<file path="src/rtl/dis_pkg.sv">
package dis_pkg;

    localparam int unsigned WORD_W = 32;
    localparam int unsigned REG_W  = 5;
    localparam int unsigned OPC_W  = 6;
    localparam int unsigned PKT_W  = 2 * WORD_W;
    localparam int unsigned SLOTS  = 2;

    localparam int unsigned OPC_LSB = WORD_W - OPC_W;
    localparam int unsigned RS_LSB  = OPC_LSB - REG_W;
    localparam int unsigned RT_LSB  = RS_LSB - REG_W;
    localparam int unsigned RD_LSB  = RT_LSB - REG_W;

    localparam logic [OPC_W-1:0] OPC_SPECIAL = 6'h00;
    localparam logic [OPC_W-1:0] OPC_ADDI    = 6'h08;
    localparam logic [OPC_W-1:0] OPC_BEQ     = 6'h04;
    localparam logic [OPC_W-1:0] OPC_BNE     = 6'h05;
    localparam logic [OPC_W-1:0] OPC_LOAD    = 6'h23;
    localparam logic [OPC_W-1:0] OPC_STORE   = 6'h2B;

    typedef enum logic [2:0] {
        CLS_NOP,
        CLS_ALU,
        CLS_LOAD,
        CLS_STORE,
        CLS_BAD
    } slot_cls_e;

    typedef struct packed {
        slot_cls_e        cls;
        logic             dst_v;
        logic [REG_W-1:0] dst;
        logic             src_a_v;
        logic [REG_W-1:0] src_a;
        logic             src_b_v;
        logic [REG_W-1:0] src_b;
    } slot_dec_t;

    typedef enum logic {
        S_FLOW,
        S_HELD
    } issue_state_e;

endpackage

</file>
<file path="src/rtl/dis_slot_decode.sv">
module dis_slot_decode
    import dis_pkg::*;
(
    input  logic [WORD_W-1:0] word,
    output slot_dec_t         dec
);

    logic [OPC_W-1:0] opc;
    logic [REG_W-1:0] rs;
    logic [REG_W-1:0] rt;
    logic [REG_W-1:0] rd;
    logic             wr_en;
    logic             rd_a_en;
    logic             rd_b_en;

    assign opc = word[OPC_LSB +: OPC_W];
    assign rs  = word[RS_LSB +: REG_W];
    assign rt  = word[RT_LSB +: REG_W];
    assign rd  = word[RD_LSB +: REG_W];

    always_comb begin
        dec     = '0;
        wr_en   = 1'b0;
        rd_a_en = 1'b0;
        rd_b_en = 1'b0;
        dec.src_a = rs;
        dec.src_b = rt;
        dec.dst   = rt;
        if (word == '0) begin
            dec.cls = CLS_NOP;
        end else begin
            unique case (opc)
                OPC_SPECIAL: begin
                    dec.cls = CLS_ALU;
                    dec.dst = rd;
                    wr_en   = 1'b1;
                    rd_a_en = 1'b1;
                    rd_b_en = 1'b1;
                end
                OPC_ADDI: begin
                    dec.cls = CLS_ALU;
                    wr_en   = 1'b1;
                    rd_a_en = 1'b1;
                end
                OPC_BEQ, OPC_BNE: begin
                    dec.cls = CLS_ALU;
                    rd_a_en = 1'b1;
                    rd_b_en = 1'b1;
                end
                OPC_LOAD: begin
                    dec.cls = CLS_LOAD;
                    wr_en   = 1'b1;
                    rd_a_en = 1'b1;
                end
                OPC_STORE: begin
                    dec.cls = CLS_STORE;
                    rd_a_en = 1'b1;
                    rd_b_en = 1'b1;
                end
                default: begin
                    dec.cls = CLS_BAD;
                end
            endcase
        end
        dec.dst_v   = wr_en   && (dec.dst   != '0);
        dec.src_a_v = rd_a_en && (dec.src_a != '0);
        dec.src_b_v = rd_b_en && (dec.src_b != '0);
    end

endmodule

</file>
<file path="src/rtl/dis_hazard.sv">
module dis_hazard
    import dis_pkg::*;
(
    input  slot_dec_t        dec_alu,
    input  slot_dec_t        dec_mem,
    input  logic             ld_v,
    input  logic [REG_W-1:0] ld_reg,
    output logic             bad_order,
    output logic             intra_hz,
    output logic             load_use_hz
);

    function automatic logic reads_reg(input slot_dec_t d, input logic [REG_W-1:0] r);
        return (d.src_a_v && (d.src_a == r)) || (d.src_b_v && (d.src_b == r));
    endfunction

    logic unused_mem_dst;
    assign unused_mem_dst = ^{dec_mem.dst_v, dec_mem.dst};

    always_comb begin
        bad_order = 1'b0;
        unique case (dec_alu.cls)
            CLS_LOAD, CLS_STORE, CLS_BAD: bad_order = 1'b1;
            default:                      bad_order = bad_order;
        endcase
        unique case (dec_mem.cls)
            CLS_ALU, CLS_BAD: bad_order = 1'b1;
            default:          bad_order = bad_order;
        endcase
    end

    assign intra_hz    = dec_alu.dst_v && reads_reg(dec_mem, dec_alu.dst);
    assign load_use_hz = ld_v && (reads_reg(dec_alu, ld_reg) || reads_reg(dec_mem, ld_reg));

endmodule

</file>
<file path="src/rtl/dis_load_track.sv">
module dis_load_track
    import dis_pkg::*;
(
    input  logic              clk,
    input  logic              rst,
    input  logic              issue_v,
    input  logic [WORD_W-1:0] issue_word,
    output logic              ld_v,
    output logic [REG_W-1:0]  ld_reg
);

    logic [OPC_W-1:0] opc;
    logic [REG_W-1:0] rt;
    logic             unused_trk;

    assign opc        = issue_word[OPC_LSB +: OPC_W];
    assign rt         = issue_word[RT_LSB +: REG_W];
    assign unused_trk = ^{issue_word[RS_LSB +: REG_W], issue_word[RT_LSB-1:0]};

    always_ff @(posedge clk) begin
        if (rst) begin
            ld_v   <= 1'b0;
            ld_reg <= '0;
        end else begin
            ld_v   <= issue_v && (opc == OPC_LOAD) && (rt != '0);
            ld_reg <= rt;
        end
    end

endmodule

</file>
<file path="src/rtl/dual_issue_ctrl.sv">
module dual_issue_ctrl
    import dis_pkg::*;
(
    input  logic              clk,
    input  logic              rst,
    input  logic              pkt_valid,
    input  logic [PKT_W-1:0]  pkt_data,
    output logic              pkt_ready,
    output logic              alu_issue_valid,
    output logic [WORD_W-1:0] alu_issue_word,
    output logic              mem_issue_valid,
    output logic [WORD_W-1:0] mem_issue_word,
    output logic              illegal_pkt
);

    slot_dec_t         dec [SLOTS];
    issue_state_e      state_q;
    issue_state_e      state_d;
    logic [WORD_W-1:0] held_q;
    logic [WORD_W-1:0] held_d;
    logic              ld_v;
    logic [REG_W-1:0]  ld_reg;
    logic              bad_order;
    logic              intra_hz;
    logic              load_use_hz;
    logic              mem_is_ls;

    for (genvar s = 0; s < SLOTS; s++) begin : g_slot
        dis_slot_decode u_dec (
            .word (pkt_data[s*WORD_W +: WORD_W]),
            .dec  (dec[s])
        );
    end

    dis_hazard u_hazard (
        .dec_alu     (dec[0]),
        .dec_mem     (dec[1]),
        .ld_v        (ld_v),
        .ld_reg      (ld_reg),
        .bad_order   (bad_order),
        .intra_hz    (intra_hz),
        .load_use_hz (load_use_hz)
    );

    dis_load_track u_track (
        .clk        (clk),
        .rst        (rst),
        .issue_v    (mem_issue_valid),
        .issue_word (mem_issue_word),
        .ld_v       (ld_v),
        .ld_reg     (ld_reg)
    );

    assign mem_is_ls = (dec[1].cls == CLS_LOAD) || (dec[1].cls == CLS_STORE);

    always_ff @(posedge clk) begin
        if (rst) begin
            state_q <= S_FLOW;
            held_q  <= '0;
        end else begin
            state_q <= state_d;
            held_q  <= held_d;
        end
    end

    always_comb begin
        state_d         = state_q;
        held_d          = held_q;
        pkt_ready       = 1'b0;
        alu_issue_valid = 1'b0;
        alu_issue_word  = '0;
        mem_issue_valid = 1'b0;
        mem_issue_word  = '0;
        illegal_pkt     = 1'b0;
        unique case (state_q)
            S_FLOW: begin
                pkt_ready = 1'b1;
                if (pkt_valid) begin
                    if (bad_order) begin
                        illegal_pkt = 1'b1;
                    end else if (load_use_hz) begin
                        pkt_ready = 1'b0;
                    end else if (intra_hz) begin
                        alu_issue_valid = 1'b1;
                        alu_issue_word  = pkt_data[0 +: WORD_W];
                        held_d          = pkt_data[WORD_W +: WORD_W];
                        state_d         = S_HELD;
                    end else begin
                        alu_issue_valid = (dec[0].cls == CLS_ALU);
                        alu_issue_word  = alu_issue_valid ? pkt_data[0 +: WORD_W] : '0;
                        mem_issue_valid = mem_is_ls;
                        mem_issue_word  = mem_is_ls ? pkt_data[WORD_W +: WORD_W] : '0;
                    end
                end
            end
            S_HELD: begin
                mem_issue_valid = 1'b1;
                mem_issue_word  = held_q;
                held_d          = '0;
                state_d         = S_FLOW;
            end
        endcase
    end

endmodule

</file>
<file path="config.mk">
export PLATFORM = sky130hd
export DESIGN_NAME = dual_issue_ctrl
export DESIGN_NICKNAME = d
export VERILOG_FILES = /design/src/rtl/dis_pkg.sv /design/src/rtl/dis_slot_decode.sv /design/src/rtl/dis_hazard.sv /design/src/rtl/dis_load_track.sv /design/src/rtl/dual_issue_ctrl.sv
export SDC_FILE = /design/constraint.sdc
export NUM_CORES = 1
export LEC_CHECK = 0
export BUFFER_PORTS_ARGS = -buffer_cell sky130_fd_sc_hd__buf_2
export CELL_PAD_IN_SITES_DETAIL_PLACEMENT = 1
export CELL_PAD_IN_SITES_GLOBAL_PLACEMENT = 1
export CORE_MARGIN = 2
export CORE_UTILIZATION = 34
export CTS_CLUSTER_DIAMETER = 80
export DETAILED_ROUTE_END_ITERATION = 6
export PLACE_DENSITY_LB_ADDON = 0.1
export SKIP_LAST_GASP = 1
export SLEW_MARGIN = 10
export SYNTH_ARGS = -nofsm -noshare
export SYNTH_HDL_FRONTEND = slang
export SYNTH_HIERARCHICAL = 1
export SYNTH_SLANG_ARGS = --single-unit
</file>
<file path="constraint.sdc">
create_clock -name clk -period 3.4 [get_ports clk]
set_clock_uncertainty 0.05 [all_clocks]
set_input_delay 0.34 -clock clk [delete_from_list [all_inputs] [get_ports clk]]
set_output_delay 0.34 -clock clk [all_outputs]
set_load 0.01 [all_outputs]
</file>
==> metrics.md, run 1 <==
| Metric | Value |
|---|---|
| Status | finished with violations |
| Failing checks | negative setup slack |
| Final WL | between 10000 and 15000 um |
| Worst slew pin tran | 0.828 ns |
| Synth warn | 6 |
| Root buffer cell | clkbuf_16 |
| Worst Setup Start Kind | input pin |
| Slew headroom | 0.448 |
| Core Region | 0.0109 mm^2 |
| Hold Crit Class | input pin to register |
| Avg Cell Area, Syn | 8.91 um^2 |
| Top Metal Used | met5 |
| Max-slew violations | 0 |
| Grt ovf | 0 |
| Leakage power | 2.57 nW |
| CTS tree | done |
| DR pass1 iterations | 7 |
| GPL Wtd Cong | 0.833 |
| Sink Count | 39 |
| Power Total | about 1.2 mW |
| Total track usage | 0.210 |
| WP data required | approximately 3.0 ns |
| Clock latency on the worst-skew pair | 0.28 ns |
| CP top delay family | simple AND/OR/NAND/NOR gates |
| PwrDens | approximately 210 mW/mm^2 |
| Post-route cell area | 0.00571 mm^2 |
| Starting density of the core | 0.350 |
| Met2 wire len | 7120 um |
| Clock tree buffer depth | 2 |
| Worst setup margin | -0.178 ns |
| TNS Setup | -7.61 ns |
| Maximum vdd ir drop | 0.217 mV |
| Critical Path Max Stage Delay | 0.64 ns |
| CP max-delay cell | or4b_4 |
| Largest net degree at the start of global routing | 59 |
| Unrepaired setup endpoints after global routing | yes |
| Die ar. | ~0.012 mm^2 |
| Post-route minimum period | roughly 3.6 ns |
| Post-route ant nets | 0 |
| WL met3 | 791 um |
| Util after Layout | 0.522 |
| Critical-path cell list | buf_6, or4_4, or4_4, nor4_4, a211oi_2, xnor2_1, o21ai_2, or4b_4, clkbuf_16, a211oi_2, buf_2 |
| Die Span X | approximately 110 um |
| Routed vias | 3988 |
| Crit path buf inv count | 3 |
| Std-Cell Rows | 38 |
| CP Class | input pin to primary output |
| Final worst-path cycle share | 1.05 |
| Placed Cells incl. Taps | roughly 700 |
| Initial antenna violation count | 1 |
| Layout cell share with drive strength beyond 1 | 0.554 |
| Largest register FFs | 32 |
| Fmax | 279 MHz |
| Area post-placement | 0.00486 mm^2 |
| Met1 wire length | 5630 um |
| Area of the mapped netlist | 0.00383 mm^2 |
| DPL Wire Length | around 9400 um |
| PortBufs | 134 |
| Worst endpoint data arrival time | around 3.2 ns |
| Crit path max fanout | 8 |
| Total Nets Final | 658 |
| Ant diodes | 0 |
| Net Count, Synth | 497 |
| CTS Hold Bufs | 0 |
| Layout area overhead | 49.0% |
| Die Ht | 110 um |
| Num CTS Buffers | 5 |
| # DRC | 0 |
| H-tree levels | 2 |
| Final Setup Violations | 66 |
| Reg-to-reg slack, setup | 0.50 ns |
| Setup crit end kind | primary output |
| Layout Cells excl Fill | 732 |
| Routed len/inst | 18.8 um |
| Total of max-cap violations | 0 |
| Final Hold Viols | 0 |
| Gate Count Post-Synth | 430 |
| First-pass GRT wire length | around 20000 um |
| Ports | around 140 |
| Initial DRC count | 171 |
| Vias/cell | 5.45 |
| Number of global-route vias before repair | about 4000 |
| Reg clk slew, reported paths | 0.06 ns |
stage by stage:
step / hold WS, ns / setup WS [ns]
CTS: 0.459 / -0.192
detailed placement: 0.593 / -0.417
finish: 0.450 / -0.178
global placement: 0.561 / -0.425
floorplan: 0.455 / 0.0280
global route: 0.474 / -0.318
per-layer routing:
metal,track usage,vias up
met3,0.0376,19
met1,0.249,1945
met5,0,-
met4,0.0455,2
met2,0.391,120
li1,-,1902
worst paths after layout:
| check | start | to | depth (start not counted) |
|---|---|---|---|
| max | pkt_data[46] | alu_issue_word[27] | 11 |
| min | pkt_data[40] | held_q[8] | 3 |
| max reg2reg | u_track/ld_reg[0] | u_track/ld_v | 10 |
| min reg2reg | held_q[10] | held_q[10] | 2 |
cell usage in the layout, fill, tap and decap left out, types with 3 or more instances in the layout:
master	count
or3_4	3
nor4_1	11
xor2_2	6
or4_4	3
a32o_1	23
buf_2	119
nor2_1	12
a32o_2	9
nand4b_1	3
mux2_4	7
a211oi_2	34
mux2_1	13
nor3b_1	65
xor2_1	18
buf_6	29
and2b_2	5
or4_1	3
mux2_2	17
clkbuf_16	9
nor3_1	6
buf_12	9
inv_1	37
buf_16	3
nand3_1	6
xnor2_1	5
buf_4	50
dfxtp_1	38
nand2_1	4
report_power, final:
| part | internal (mW) | switching (mW) |
|---|---|---|
| clock network | 0.312 | 0.181 |
| logic | 0.125 | 0.130 |
| registers | 0.456 | 0.00000613 |
| total | 0.894 | 0.311 |
final cells by class:
cell class | instances | area [um^2]
tap | 140 | 175
multi-input combinational | 293 | 2780
clock buffer | 8 | 156
timing repair buffer | 215 | 1680
sequential | 39 | 785
fill | 1263 | 5230
inverter | 37 | 139
worst reg2reg max path, stage by stage (launching register included):
cell	delay, ns
dfxtp_1	0.49
xor2_1	0.13
nor4_1	0.38
nand3_1	0.15
a41oi_2	0.30
nor4b_4	0.08
buf_6	0.16
buf_6	0.12
a32o_2	0.28
or4b_4	0.53
a211oi_2	0.15
repair_timing:
item | 4_1_cts | 5_1_grt
buffers inserted | 10 | 6
endpoints found under the setup margin | 99 | 99
gates resized for setup | 48 | 34
pin swaps | 40 | 61
cloned | 5 | 5
Power figures use the tool's default switching activity.
==> run 2, diff against run 1 <==
--- a/config.mk
+++ b/config.mk
@@ -13,6 +13,7 @@
 export CTS_CLUSTER_DIAMETER = 80
 export DETAILED_ROUTE_END_ITERATION = 6
 export PLACE_DENSITY_LB_ADDON = 0.1
+export RECOVER_POWER = 100
 export SKIP_LAST_GASP = 1
 export SLEW_MARGIN = 10
 export SYNTH_ARGS = -nofsm -noshare
==> constraint.sdc (replaced) <==
create_clock -name clk -period 3.2 [get_ports clk]
set_clock_uncertainty 0.05 [all_clocks]
set_input_delay 0.32 -clock clk [delete_from_list [all_inputs] [get_ports clk]]
set_output_delay 0.32 -clock clk [all_outputs]
set_load 0.01 [all_outputs]
==> metrics.md, run 2 (synthesis results as in run 1) <==
| Metric | Value |
|---|---|
| Status | finished with violations (unchanged) |
| Failing checks | negative setup slack (unchanged) |
| Die Span X | 110 um (unchanged) |
| Worst setup margin | -0.282 ns (was -0.178 ns) |
| Setup crit end kind | primary output (unchanged) |
| First-pass GRT wire length | 22400 um (was 19900 um) |
| Critical-path cell list | buf_6, or4_4, or4_4, nor4_4, a211oi_2, xnor2_1, o21ai_2, or4b_4, buf_12, a211oi_4, buf_2 (was buf_6, or4_4, or4_4, nor4_4, a211oi_2, xnor2_1, o21ai_2, or4b_4, clkbuf_16, a211oi_2, buf_2) |
| Layout cell share with drive strength beyond 1 | 0.572 (was 0.554) |
| Initial antenna violation count | 0 (was 1) |
| Root buffer cell | clkbuf_16 (unchanged) |
| Commonest cells after routing, fill and taps aside | buf_2 (118), nor3b_1 (65), buf_4 (61) (was buf_2 (119), nor3b_1 (65), buf_4 (50)) |
| Num CTS Buffers | 5 (unchanged) |
| Power Total | 1.32 mW (was 1.21 mW) |
| Initial DRC count | 228 (was 171) |
| GPL Wtd Cong | 0.782 (was 0.833) |
| M1 GR Usage | 0.294 (was 0.249) |
| Largest register FFs | 32 (unchanged) |
| Placed Cells incl. Taps | 708 (was 701) |
| Reg-to-reg slack, setup | 0.31 ns (was 0.50 ns) |
| Largest net degree at the start of global routing | 50 (was 59) |
| Worst slew pin tran | 0.927 ns (was 0.828 ns) |
| GR Util met2 | 0.438 (was 0.391) |
| PortBufs | 134 (unchanged) |
| CTS tree | done (unchanged) |
| Total Nets Final | 674 (was 658) |
| CP max-delay cell | or4_4 (was or4b_4) |
| Die ar. | 0.0121 mm^2 (unchanged) |
| CTS Hold Bufs | 0 (unchanged) |
| Clock latency on the worst-skew pair | 0.28 ns (about the same) |
| H-tree levels | 2 (unchanged) |
| Post-route ant nets | 0 (unchanged) |
| Unrepaired setup endpoints after global routing | yes (unchanged) |
| Clock tree buffer depth | 2 (unchanged) |
| Routed vias | 4056 (was 3988) |
| Ant diodes | 0 (unchanged) |
| Final Hold Viols | 0 (unchanged) |
| Routed len/inst | 20.1 um (was 18.8 um) |
| Core Region | 0.0109 mm^2 (unchanged) |
| Gr busiest metal | met2 (unchanged) |
| Met3 usage | 0.0276 (was 0.0376) |
| Hold Crit Class | input pin to register (unchanged) |
| Std-Cell Rows | 38 (unchanged) |
| Layout area overhead | 59.2% (was 49.0%) |
| Sink Count | 39 (unchanged) |
| Hold WS | 0.458 ns (was 0.450 ns) |
| PwrDens | 217 mW/mm^2 (was 211 mW/mm^2) |
| Placement-stage worst setup slack | -0.419 ns (was -0.417 ns) |
| Total of max-cap violations | 0 (unchanged) |
| DR pass1 iterations | 4 (was 7) |
| Layout Cells excl Fill | 747 (was 732) |
| Worst Setup Start Kind | input pin (unchanged) |
| Crit path buf inv count | 3 (unchanged) |
| Fmax | 287 MHz |
| Slew headroom | 0.382 (was 0.448) |
| Starting density of the core | 0.350 (unchanged) |
| Ports | 135 (unchanged) |
| CP Class | input pin to primary output (unchanged) |
| Worst endpoint data arrival time | 3.11 ns (was 3.19 ns) |
| Maximum vdd ir drop | 0.183 mV (was 0.217 mV) |
| Final worst-path cycle share | 1.09 |
| Final Setup Violations | 100 (was 66) |
| Die Ht | 110 um (unchanged) |
| # DRC | 0 (unchanged) |
| Final WL | 15000 um (was 13800 um) |
| Vias/cell | 5.43 (was 5.45) |
| Number of global-route vias before repair | 4232 (was 3981) |
| Max-slew violations | 0 (unchanged) |
| Post-route minimum period | 3.48 ns |
| TNS Setup | -18.85 ns (was -7.61 ns) |
| Crit path max fanout | 19 (was 8) |
| Commonest non-fill, non-tap cell in the layout | buf_2 (unchanged) |
| CP top delay family | simple AND/OR/NAND/NOR gates (unchanged) |
| WP data required | 2.83 ns (was 3.01 ns) |
| Total track usage | 0.236 (was 0.210) |
| Critical Path Max Stage Delay | 0.55 ns (was 0.64 ns) |
| Most used cell, CP | or4_4 |
| DPL Wire Length | 9930 um (was 9380 um) |
| Leakage power | 2.66 nW (was 2.57 nW) |
| Reg clk slew, reported paths | 0.06 ns (about the same) |
| Grt ovf | 0 (unchanged) |
==> run 2: per-stage QoR <==
step | cell area, um^2 | util
finish | 6100 | 0.558
global placement | 5190 | 0.475
detailed placement | 5190 | 0.475
global route | 6100 | 0.558
floorplan | 4090 | -
CTS | 5960 | 0.545
==> run 2: worst paths after layout <==
| kind | from | end | depth (start not counted) |
|---|---|---|---|
| worst max-delay path | pkt_data[54] | alu_issue_word[23] | 11 |
| worst min-delay path | pkt_data[34] | held_q[2] | 3 |
| worst max register to register | u_track/ld_reg[3] | u_track/ld_v | 10 |
| worst min register to register | held_q[11] | held_q[11] | 2 |
==> run 2: timing repair <==
item,4_1_cts,5_1_grt
gates cloned,7,3
hold endpoints to repair,0,0
resized for setup,68,39
setup buffers,24,5
pin swaps,33,16
endpoints found under the setup margin,99,105
==> run 2: worst reg2reg max path, cell delays in order (launching register included) <==
cell	delay [ns]
dfxtp_1	0.48
xor2_1	0.12
nor4_1	0.29
nand3_1	0.14
a41oi_2	0.31
nor4b_4	0.09
buf_6	0.16
buf_4	0.14
a32o_2	0.28
or4b_1	0.57
a211oi_2	0.18
==> run 2: power breakdown <==
part	switching, mW	internal (mW)
clock	0.199	0.364
sequential	0.00000613	0.485
combinational	0.148	0.126
==> run 2: final cells by class <==
cell class              count  area, um^2
clock inverters             1        30.0
repair buffers            231        1820
flip-flops and latches     39         782
inverters                  37         144
clock buffers               6         129
multi-input cells         293        3020
well taps                 140         175
fillers                  1244        4840
==> run 2: routing by layer <==
metal	vias up	share of wire	wire length [um]
li1	1916	-	-
met1	2016	0.42	6380
met2	114	0.52	7830
met3	10	0.043	643
met4	0	0.011	165
met5	-	0	0
==> run 3, diff against run 2 <==
--- a/config.mk
+++ b/config.mk
@@ -5,6 +5,7 @@
 export SDC_FILE = /design/constraint.sdc
 export NUM_CORES = 1
 export LEC_CHECK = 0
+export ABC_AREA = 0
 export BUFFER_PORTS_ARGS = -buffer_cell sky130_fd_sc_hd__buf_2
 export CELL_PAD_IN_SITES_DETAIL_PLACEMENT = 1
 export CELL_PAD_IN_SITES_GLOBAL_PLACEMENT = 1
@@ -12,7 +13,7 @@
 export CORE_UTILIZATION = 34
 export CTS_CLUSTER_DIAMETER = 80
 export DETAILED_ROUTE_END_ITERATION = 6
-export PLACE_DENSITY_LB_ADDON = 0.1
+export PLACE_DENSITY = 0.88
 export RECOVER_POWER = 100
 export SKIP_LAST_GASP = 1
 export SLEW_MARGIN = 10
==> metrics.md, run 3 (synthesis results as in run 1) <==
| Metric | Value |
|---|---|
| Status | finished with violations (unchanged) |
| Slew headroom | 0.502 (was 0.382) |
| Routed vias | 4182 (was 4056) |
| Initial DRC count | 226 (was 228) |
| Final Hold Viols | 0 (unchanged) |
| CTS tree | done (unchanged) |
| Reg clk slew, reported paths | 0.06 ns (about the same) |
| Final WL | 16000 um (was 15000 um) |
| Max-slew violations | 0 (unchanged) |
| Initial antenna violation count | 0 (unchanged) |
| Die Ht | 110 um (unchanged) |
| CTS Hold Bufs | 0 (unchanged) |
| Final worst-path cycle share | 1.12 (was 1.09) |
| Core Region | 0.0109 mm^2 (unchanged) |
| TNS Setup | -21.09 ns (was -18.85 ns) |
| Power Total | 1.30 mW (was 1.32 mW) |
| First-pass GRT wire length | 23300 um (was 22400 um) |
| Sink Count | 39 (unchanged) |
| Grt ovf | 0 (unchanged) |
| Layout Cells excl Fill | 736 (was 747) |
| Total of max-cap violations | 0 (unchanged) |
| Number of global-route vias before repair | 4453 (was 4232) |
| PwrDens | 220 mW/mm^2 (was 217 mW/mm^2) |
| Vias/cell | 5.68 (was 5.43) |
| Failing checks | negative setup slack (unchanged) |
| Num CTS Buffers | 5 (unchanged) |
| Clock latency on the worst-skew pair | 0.29 ns (was 0.28 ns) |
| GPL Wtd Cong | 0.850 (was 0.782) |
| WP data required | 2.83 ns (about the same) |
| Routed len/inst | 21.7 um (was 20.1 um) |
| Std-Cell Rows | 38 (unchanged) |
| Worst setup margin | -0.381 ns (was -0.282 ns) |
| CP Class | input pin to primary output (unchanged) |
| Largest register FFs | 32 (unchanged) |
| Placement-stage worst setup slack | -0.518 ns (was -0.419 ns) |
| Layout fillers | 1233 (was 1244) |
| DR pass1 iterations | 4 (unchanged) |
| Largest net degree at the start of global routing | 77 (was 50) |
| Layout cell share with drive strength beyond 1 | 0.549 (was 0.572) |
| Worst endpoint data arrival time | 3.21 ns (was 3.11 ns) |
| Fmax | 279 MHz (was 287 MHz) |
| Unrepaired setup endpoints after global routing | yes (unchanged) |
| Hold WS | 0.421 ns (was 0.458 ns) |
| Die ar. | 0.0121 mm^2 (unchanged) |
| Hold Crit Class | input pin to register (unchanged) |
| Ports | 135 (unchanged) |
| Die Span X | 110 um (unchanged) |
| Clock tree buffer depth | 2 (unchanged) |
| Placed Cells incl. Taps | 699 (was 708) |
| Starting density of the core | 0.350 (unchanged) |
| Total Nets Final | 662 (was 674) |
| Post-route minimum period | 3.58 ns (was 3.48 ns) |
| Layout area overhead | 54.0% (was 59.2%) |
| Worst slew pin tran | 0.747 ns (was 0.927 ns) |
| Maximum vdd ir drop | 0.259 mV (was 0.183 mV) |
| Crit path max fanout | 7 (was 19) |
| Worst Setup Start Kind | input pin (unchanged) |
| Leakage power | 2.58 nW (was 2.66 nW) |
| Commonest cells after routing, fill and taps aside | buf_2 (116), nor3b_1 (65), buf_4 (58) (was buf_2 (118), nor3b_1 (65), buf_4 (61)) |
| Final Setup Violations | 90 (was 100) |
| DPL Wire Length | 10300 um (was 9930 um) |
| Post-route ant nets | 0 (unchanged) |
| Ant diodes | 0 (unchanged) |
| Commonest non-fill, non-tap cell in the layout | buf_2 (unchanged) |
| # DRC | 0 (unchanged) |
| Total track usage | 0.245 (was 0.236) |
| PortBufs | 134 (unchanged) |
| Setup crit end kind | primary output (unchanged) |
| Root buffer cell | clkbuf_16 (unchanged) |
| H-tree levels | 2 (unchanged) |
[run 3: cell count changes in the layout (fill, tap and decap cells not counted), sizes merged]
cell / delta
buf: -12
bufinv: -1
clkinv: +1
or4b: +1
[run 3: worst max-delay path, stage by stage]
cell      delay, ns
buf_8          0.10
or4_4          0.55
or4_4          0.52
nor4_4         0.17
a211oi_2       0.06
xnor2_1        0.18
o21ai_2        0.10
or4b_4         0.64
buf_12         0.20
a211oi_4       0.19
buf_2          0.16
[run 3: what timing repair did]
| item | CTS | global route |
|---|---|---|
| pin swaps | 44 | 7 |
| setup buffers | 16 | 4 |
| resized for setup | 51 | 19 |
| setup endpoints to repair | 100 | 102 |
| cloned | 7 | 2 |
[run 3: metrics by stage]
stage                      util  area [um^2]
after CTS                 0.525         5740
after global placement    0.465         5090
after detailed placement  0.465         5090
after global routing      0.540         5900
after floorplan               -         4090
final                     0.540         5900
[run 3: where the power goes]
| group | switching [mW] | leakage (nW) | internal, mW | total (mW) |
|---|---|---|---|---|
| combinational | 0.159 | 2.19 | 0.129 | 0.289 |
| sequential | 0.00000625 | 0.314 | 0.485 | 0.485 |
| clock | 0.212 | 0.0741 | 0.312 | 0.524 |
[run 3: worst paths after layout]
path              depth (start not counted)                end  slack [ns]              start
setup reg to reg                         11       u_track/ld_v        0.23  u_track/ld_reg[4]
hold / removal                            3          held_q[5]        0.42       pkt_data[37]
setup / recovery                         11  alu_issue_word[7]       -0.38       pkt_data[54]
hold reg to reg                           2         held_q[10]        0.59         held_q[10]
[run 3: layout make-up]
type | count | area [um^2] | share of cell area
clock buffer | 7 | 143 | 0.0242
sequential | 39 | 782 | 0.132
tap | 140 | 175 | 0.0297
clock inverter | 1 | 8.76 | 0.00148
inverter | 37 | 139 | 0.0235
multi-input combinational | 294 | 2950 | 0.500
timing repair buffer | 218 | 1710 | 0.289
[run 3: layer usage]
| layer | wire [um] | global-route usage | share of wire | up-vias |
|---|---|---|---|---|
| met4 | 554 | 0.0723 | 0.035 | 0 |
| met1 | 6190 | 0.268 | 0.39 | 2075 |
| met2 | 8340 | 0.481 | 0.52 | 169 |
| met3 | 921 | 0.0370 | 0.058 | 40 |
| li1 | - | - | - | 1898 |
| met5 | 0 | 0 | 0 | - |
